`config.mk`:
```
export PLATFORM = sky130hd
export DESIGN_NAME = audio_ctl_path
export DESIGN_NICKNAME = d
export VERILOG_FILES = /design/src/rtl/actl_pkg.sv /design/src/rtl/actl_ctl_mux.sv /design/src/rtl/actl_router.sv /design/src/rtl/actl_atten.sv /design/src/rtl/actl_zero_det.sv /design/src/rtl/audio_ctl_path.sv
export SDC_FILE = /design/constraint.sdc
export NUM_CORES = 2
export LEC_CHECK = 0
export BUFFER_PORTS_ARGS = -buffer_cell sky130_fd_sc_hd__buf_2
export CORE_ASPECT_RATIO = 0.9
export CORE_MARGIN = 1.5
export CORE_UTILIZATION = 41
export DETAILED_ROUTE_END_ITERATION = 6
export PLACE_DENSITY = 0.62
export REMOVE_ABC_BUFFERS = 1
export SETUP_SLACK_MARGIN = 0.1
export SYNTH_ARGS = -nofsm -noshare
export SYNTH_HDL_FRONTEND = slang
export SYNTH_SLANG_ARGS = --single-unit
```
`constraint.sdc`:
```
create_clock -name clk -period 11.6 [get_ports clk]
set_clock_uncertainty 0.1 [all_clocks]
set_input_delay 2.32 -clock clk [delete_from_list [all_inputs] [get_ports clk]]
set_output_delay 2.32 -clock clk [all_outputs]
set_load 0.02 [all_outputs]
```
`src/rtl/actl_pkg.sv`:
```
package actl_pkg;

    localparam int ATT_W  = 8;
    localparam int MANT_W = 17;
    localparam int FRAC_W = 15;

    typedef enum logic [1:0] {
        DE_OFF = 2'b00,
        DE_48K = 2'b01,
        DE_44K = 2'b10,
        DE_32K = 2'b11
    } deemph_e;

    typedef enum logic [1:0] {
        SRC_NONE  = 2'b00,
        SRC_LEFT  = 2'b01,
        SRC_RIGHT = 2'b10,
        SRC_AVG   = 2'b11
    } route_e;

    typedef struct packed {
        logic             mute;
        logic             zero_en;
        deemph_e          de;
        route_e           src_l;
        route_e           src_r;
        logic [ATT_W-1:0] att_l;
        logic [ATT_W-1:0] att_r;
    } ctl_t;

    // Fractional gain mantissas, 0.5 dB apart, in Q15 (32768 = 1.0)
    function automatic logic [MANT_W-1:0] att_mant(input logic [3:0] k);
        case (k)
            4'd0:    att_mant = 17'd32768;
            4'd1:    att_mant = 17'd30935;
            4'd2:    att_mant = 17'd29205;
            4'd3:    att_mant = 17'd27571;
            4'd4:    att_mant = 17'd26029;
            4'd5:    att_mant = 17'd24573;
            4'd6:    att_mant = 17'd23198;
            4'd7:    att_mant = 17'd21900;
            4'd8:    att_mant = 17'd20675;
            4'd9:    att_mant = 17'd19519;
            4'd10:   att_mant = 17'd18427;
            4'd11:   att_mant = 17'd17396;
            default: att_mant = 17'd0;
        endcase
    endfunction

endpackage

```
`src/rtl/actl_ctl_mux.sv`:
```
module actl_ctl_mux
    import actl_pkg::*;
(
    input  logic             sw_mode,
    input  logic [1:0]       hw_deemph,
    input  logic             reg_mute,
    input  logic [1:0]       reg_deemph,
    input  logic             reg_zero_en,
    input  logic [3:0]       reg_route,
    input  logic [ATT_W-1:0] reg_att_left,
    input  logic [ATT_W-1:0] reg_att_right,
    output ctl_t             ctl
);
    always_comb begin
        if (sw_mode) begin
            ctl.mute    = reg_mute;
            ctl.zero_en = reg_zero_en;
            ctl.de      = deemph_e'(reg_deemph);
            ctl.src_l   = route_e'(reg_route[1:0]);
            ctl.src_r   = route_e'(reg_route[3:2]);
            ctl.att_l   = reg_att_left;
            ctl.att_r   = reg_att_right;
        end else begin
            ctl.mute    = 1'b0;
            ctl.zero_en = 1'b0;
            ctl.de      = deemph_e'(hw_deemph);
            ctl.src_l   = SRC_LEFT;
            ctl.src_r   = SRC_RIGHT;
            ctl.att_l   = '0;
            ctl.att_r   = '0;
        end
    end
endmodule

```
`src/rtl/actl_router.sv`:
```
module actl_router
    import actl_pkg::*;
#(
    parameter int SW = 18
) (
    input  logic signed [SW-1:0] l_in,
    input  logic signed [SW-1:0] r_in,
    input  route_e               src,
    output logic signed [SW-1:0] y
);
    logic signed [SW:0] sum;

    always_comb begin
        sum = {l_in[SW-1], l_in} + {r_in[SW-1], r_in};
        case (src)
            SRC_LEFT:  y = l_in;
            SRC_RIGHT: y = r_in;
            SRC_AVG:   y = sum[SW:1];
            default:   y = '0;
        endcase
    end
endmodule

```
`src/rtl/actl_atten.sv`:
```
module actl_atten
    import actl_pkg::*;
#(
    parameter int SW = 18
) (
    input  logic signed [SW-1:0] x,
    input  logic [ATT_W-1:0]     code,
    output logic signed [SW-1:0] y
);
    localparam int PW = SW + MANT_W;
    localparam logic signed [PW-1:0] MAXV = {{(PW-SW+1){1'b0}}, {(SW-1){1'b1}}};
    localparam logic signed [PW-1:0] MINV = {{(PW-SW+1){1'b1}}, {(SW-1){1'b0}}};

    logic [3:0]              frac_idx;
    logic [4:0]              oct;
    logic [MANT_W-1:0]       mant;
    logic signed [PW-1:0]    prod;
    logic signed [PW-1:0]    scaled;
    logic [5:0]              sh;

    always_comb begin
        frac_idx = 4'(code % 8'd12);
        oct      = 5'(code / 8'd12);
        mant     = att_mant(frac_idx);
        sh       = 6'd15 + {1'b0, oct};
        prod     = $signed({{MANT_W{x[SW-1]}}, x}) * $signed({{SW{1'b0}}, mant});
        scaled   = prod >>> sh;
        if (code == {ATT_W{1'b1}})
            y = '0;
        else if (scaled > MAXV)
            y = MAXV[SW-1:0];
        else if (scaled < MINV)
            y = MINV[SW-1:0];
        else
            y = scaled[SW-1:0];
    end
endmodule

```
`src/rtl/actl_zero_det.sv`:
```
module actl_zero_det #(
    parameter int SW       = 18,
    parameter int ZERO_RUN = 1024
) (
    input  logic          clk,
    input  logic          rst,
    input  logic          en,
    input  logic          valid,
    input  logic [SW-1:0] l_in,
    input  logic [SW-1:0] r_in,
    output logic          flag
);
    localparam int CW = $clog2(ZERO_RUN + 1);
    localparam logic [CW-1:0] RUN_C = CW'(ZERO_RUN);

    logic [CW-1:0] run_cnt;
    logic          silent;

    assign silent = (l_in == '0) && (r_in == '0);

    always_ff @(posedge clk) begin
        if (rst || !en) begin
            run_cnt <= '0;
            flag    <= 1'b0;
        end else if (valid) begin
            if (silent) begin
                if (run_cnt != RUN_C)
                    run_cnt <= run_cnt + 1'b1;
                flag <= (run_cnt >= RUN_C - 1'b1);
            end else begin
                run_cnt <= '0;
                flag    <= 1'b0;
            end
        end
    end

    // no flag while detection is disabled
    a_r12_disabled_low: assert property (@(posedge clk) disable iff (rst)
        !en |=> !flag);

    // any nonzero sample clears the flag
    a_r11_nonzero_clears: assert property (@(posedge clk) disable iff (rst)
        (en && valid && !silent) |=> !flag);
endmodule

```
`src/rtl/audio_ctl_path.sv`:
```
module audio_ctl_path
    import actl_pkg::*;
#(
    parameter int SW       = 18,
    parameter int ZERO_RUN = 1024
) (
    input  logic                 clk,
    input  logic                 rst,
    input  logic                 in_valid,
    input  logic signed [SW-1:0] in_left,
    input  logic signed [SW-1:0] in_right,
    input  logic                 sw_mode,
    input  logic [1:0]           hw_deemph,
    input  logic                 reg_mute,
    input  logic [1:0]           reg_deemph,
    input  logic                 reg_zero_en,
    input  logic [3:0]           reg_route,
    input  logic [ATT_W-1:0]     reg_att_left,
    input  logic [ATT_W-1:0]     reg_att_right,
    output logic                 out_valid,
    output logic signed [SW-1:0] out_left,
    output logic signed [SW-1:0] out_right,
    output logic [1:0]           deemph_sel,
    output logic                 zero_flag
);
    localparam int NCH = 2;

    ctl_t                 ctl;
    route_e               src    [NCH];
    logic [ATT_W-1:0]     att    [NCH];
    logic signed [SW-1:0] routed [NCH];
    logic signed [SW-1:0] scaled [NCH];

    actl_ctl_mux u_ctl (
        .sw_mode      (sw_mode),
        .hw_deemph    (hw_deemph),
        .reg_mute     (reg_mute),
        .reg_deemph   (reg_deemph),
        .reg_zero_en  (reg_zero_en),
        .reg_route    (reg_route),
        .reg_att_left (reg_att_left),
        .reg_att_right(reg_att_right),
        .ctl          (ctl)
    );

    assign src[0] = ctl.src_l;
    assign src[1] = ctl.src_r;
    assign att[0] = ctl.att_l;
    assign att[1] = ctl.att_r;

    for (genvar ch = 0; ch < NCH; ch++) begin : g_ch
        actl_router #(.SW(SW)) u_route (
            .l_in (in_left),
            .r_in (in_right),
            .src  (src[ch]),
            .y    (routed[ch])
        );
        actl_atten #(.SW(SW)) u_att (
            .x    (routed[ch]),
            .code (att[ch]),
            .y    (scaled[ch])
        );
    end

    always_ff @(posedge clk) begin
        if (rst) begin
            out_valid  <= 1'b0;
            out_left   <= '0;
            out_right  <= '0;
            deemph_sel <= DE_OFF;
        end else begin
            out_valid  <= in_valid;
            deemph_sel <= ctl.de;
            if (in_valid) begin
                out_left  <= ctl.mute ? '0 : scaled[0];
                out_right <= ctl.mute ? '0 : scaled[1];
            end
        end
    end

    actl_zero_det #(.SW(SW), .ZERO_RUN(ZERO_RUN)) u_zero (
        .clk   (clk),
        .rst   (rst),
        .en    (ctl.zero_en),
        .valid (in_valid),
        .l_in  (in_left),
        .r_in  (in_right),
        .flag  (zero_flag)
    );

    // strobe latency and hold
    a_r1_valid_follows: assert property (@(posedge clk) disable iff (rst)
        in_valid |=> out_valid);
    a_r1_hold_idle: assert property (@(posedge clk) disable iff (rst)
        !in_valid |=> (!out_valid && $stable(out_left) && $stable(out_right)));

    // pin de-emphasis passes through in pin mode
    a_r3_hw_deemph: assert property (@(posedge clk) disable iff (rst)
        !sw_mode |=> deemph_sel == $past(hw_deemph));

    // pin mode is transparent
    a_r5_hw_transparent: assert property (@(posedge clk) disable iff (rst)
        (in_valid && !sw_mode) |=> (out_left == $past(in_left) && out_right == $past(in_right)));

    // full attenuation code silences the channel
    a_r7_full_att_zero: assert property (@(posedge clk) disable iff (rst)
        (in_valid && sw_mode && reg_att_left == {ATT_W{1'b1}}) |=> out_left == '0);

    // mute silences both channels
    a_r8_mute_zero: assert property (@(posedge clk) disable iff (rst)
        (in_valid && sw_mode && reg_mute) |=> (out_left == '0 && out_right == '0));
endmodule

```
==> metrics <==
RSZ-0062 raised after global routing yes; failing checks negative setup slack; Layout fillers 7092; r2r worst-path depth 6; Met1 Routed Length 44700 um; initial drt markers 1881; outcome complete, but fails checks; Setup crit start kind input pin; DP HPWL 87600 um; Final Cell Area 42200 um^2; Final Cycle Share 101%; DRC Markers 0; metal2 WL 52200 um; slowest cell delay on critical path 0.58 ns; Max clock buf depth 2; worst skew pair latency 0.31 ns; Worst Path Max Fanout 6; total wire length 107000 um; post-route setup slack -0.129 ns; worst slew pin tran 1.22 ns; post-route ant nets 0; Hold Vio Cnt, Final 0; wire length on met3 5490 um; I/O Buffers 105; Die Span Y 267 um; Max Cap Viol 0; routed len/inst 18.4 um; clock sink total 51; all-layer global routing usage 27.2%; hold path cells 2; # IOs 106; Worst Path Required 11.74 ns; GPL Wtd Cong 0.978; fmax 85.3 MHz; Avg Cell Area, Syn 7.92 um^2; Starting Density 41.5%; max layer used met4; top-area cell type share of the netlist area 36.5%; vias per inst 5.34; Worst path slowest cell or4b_4; Initial DRT Pass Iterations 5; Worst Setup End Kind register; min cycle time layout 11.73 ns; core area 76400 um^2; htree depth 2; Yosys reg bits 51; ys flop type dfxtp_1; top post-synthesis cells by count inv_1, fa_1, nand2_1, nor2_1, ha_1; routed via count 31000; most frequent cell after synthesis inv_1; Die X 296 um; first-pass GRT wire length 171000 um; R2R setup slack 9.96 ns; Worst path most repeated cell fa_1; Worst Path Arrival 11.87 ns; antenna violations before repair 0; Clock Root Buffer clkbuf_16; placed cell area 38700 um^2; YS warnings 0; final net count 5627; Remaining Overflow, GRT 0; cell accounting for the most synthesized area fa_1; DIE AREA 78900 um^2; total CTS buffers 5; Post-synth EDFFs 0; Hold WC Path Type reg2reg; share of layout cells above drive strength 1 28.7%; Synth async-reset ratio 0%; Finish-stage setup viols 34; Seq/Total Area, Yosys 3.22%; # rows 96; ant diodes 0; CTS tree yes; Mapped Area 31700 um^2; Post-Syn Instances 3999; Area Growth Syn to Fin 33.2%; leading post-synthesis cells by cell area fa_1, inv_1, ha_1; Worst-path clk slew 0.08 ns; number of global-route vias before repair 32300; fin. max-slew vios 0; critical path class in2reg; largest net degree at the start of global routing 57; synth unique cells 111; # hold bufs at CTS 0; Slew headroom 18.9%
[routing by layer]
layer,vias up,global-route usage [%]
met1,15300,35.0
li1,14600,-
met4,0,9.86
met5,-,0
met2,947,47.6
met3,221,2.32
[stage by stage]
step	util (%)	hold slack [ns]	std cells	setup WS (ns)	TNS, ns
after floorplan	-	0.380	3816	-1.42	-46.69
after global placement	50.6	0.351	5691	-1.36	-44.54
after detailed placement	50.6	0.355	5691	-1.41	-46.23
after CTS	53.5	0.366	5761	-0.0807	-1.13
after global routing	55.2	0.389	5805	-0.511	-14.40
final	55.2	0.367	5805	-0.129	-3.21
[final cells by class]
class	count	area (um^2)	share of cell area, %
clock inverter	3	27.5	0.0652
multi-input combinational	3049	29600	70.1
tap	1029	1290	3.05
clock buffer	5	125	0.296
sequential	51	1020	2.42
inverter	718	2700	6.39
timing repair buffer	950	7480	17.7
[state kept, by name (all words and copies together) (netlist names)]
name / count
deemph_sel: 2
out_left: 18
out_right: 18
out_valid: 1
u_zero.flag: 1
u_zero.run_cnt: 11
[timing repair]
action,4_1_cts,5_1_grt
gates resized for setup,304,192
cloned,6,2
pin swaps,238,118
setup buffers,57,43
setup endpoints to repair,35,34
hold endpoints to repair,0,0
[logic make-up (layout without fill, tap and decap cells)]
kind of cell,after synthesis,in the layout,share of synthesized area [%]
and+or+nand+nor,1292,1292,18.0
buffers and inverters,901,1676,11.0
adders and majority gates,786,786,44.7
AOI/OAI and AO/OA,752,754,16.4
muxes,131,131,4.36
xor gates and xnor gates,86,86,2.38
DFF,51,51,3.22
[cells in the final DEF, fill, tap and decap left out, drive strengths merged, types with 14 or more instances in the layout]
cell type / Yosys / routed
nor2: 422 / 422
a21oi: 158 / 160
or2: 14 / 14
inv: 718 / 719
fa: 577 / 577
buf: 53 / 946
xor2: 24 / 24
ha: 209 / 209
dfxtp: 51 / 51
mux2i: 112 / 112
nor2b: 18 / 18
o211ai: 55 / 55
nand4: 16 / 16
o21ai: 166 / 166
nand2b: 37 / 37
nand3: 52 / 52
nor3: 43 / 43
and2: 44 / 44
mux2: 16 / 16
a21o: 35 / 35
or3: 20 / 20
xnor2: 62 / 62
nor4: 21 / 21
o21a: 48 / 48
nand2: 539 / 539
and3: 26 / 26
a31oi: 28 / 28
a211oi: 50 / 50
a221o: 26 / 26
[worst paths after layout]
check | to | start
worst max register to register | u_zero.flag | u_zero.run_cnt[3]
worst min-delay path | u_zero.flag | u_zero.flag
worst max-delay path | out_right[4] | in_right[1]
worst min register to register | u_zero.flag | u_zero.flag
[critical path, delay by kind of cell]
| family | cells | cell delay (ns) |
|---|---|---|
| buffers and inverters | 5 | 0.59 |
| muxes | 1 | 0.53 |
| AOI/OAI and AO/OA | 20 | 3.89 |
| adders and majority gates | 8 | 3.49 |
| xor gates and xnor gates | 1 | 0.10 |
| and+or+nand+nor | 4 | 0.93 |
Power is not shown: default switching activity piles up to over one toggle a cycle in this logic, so the estimate is an artifact.
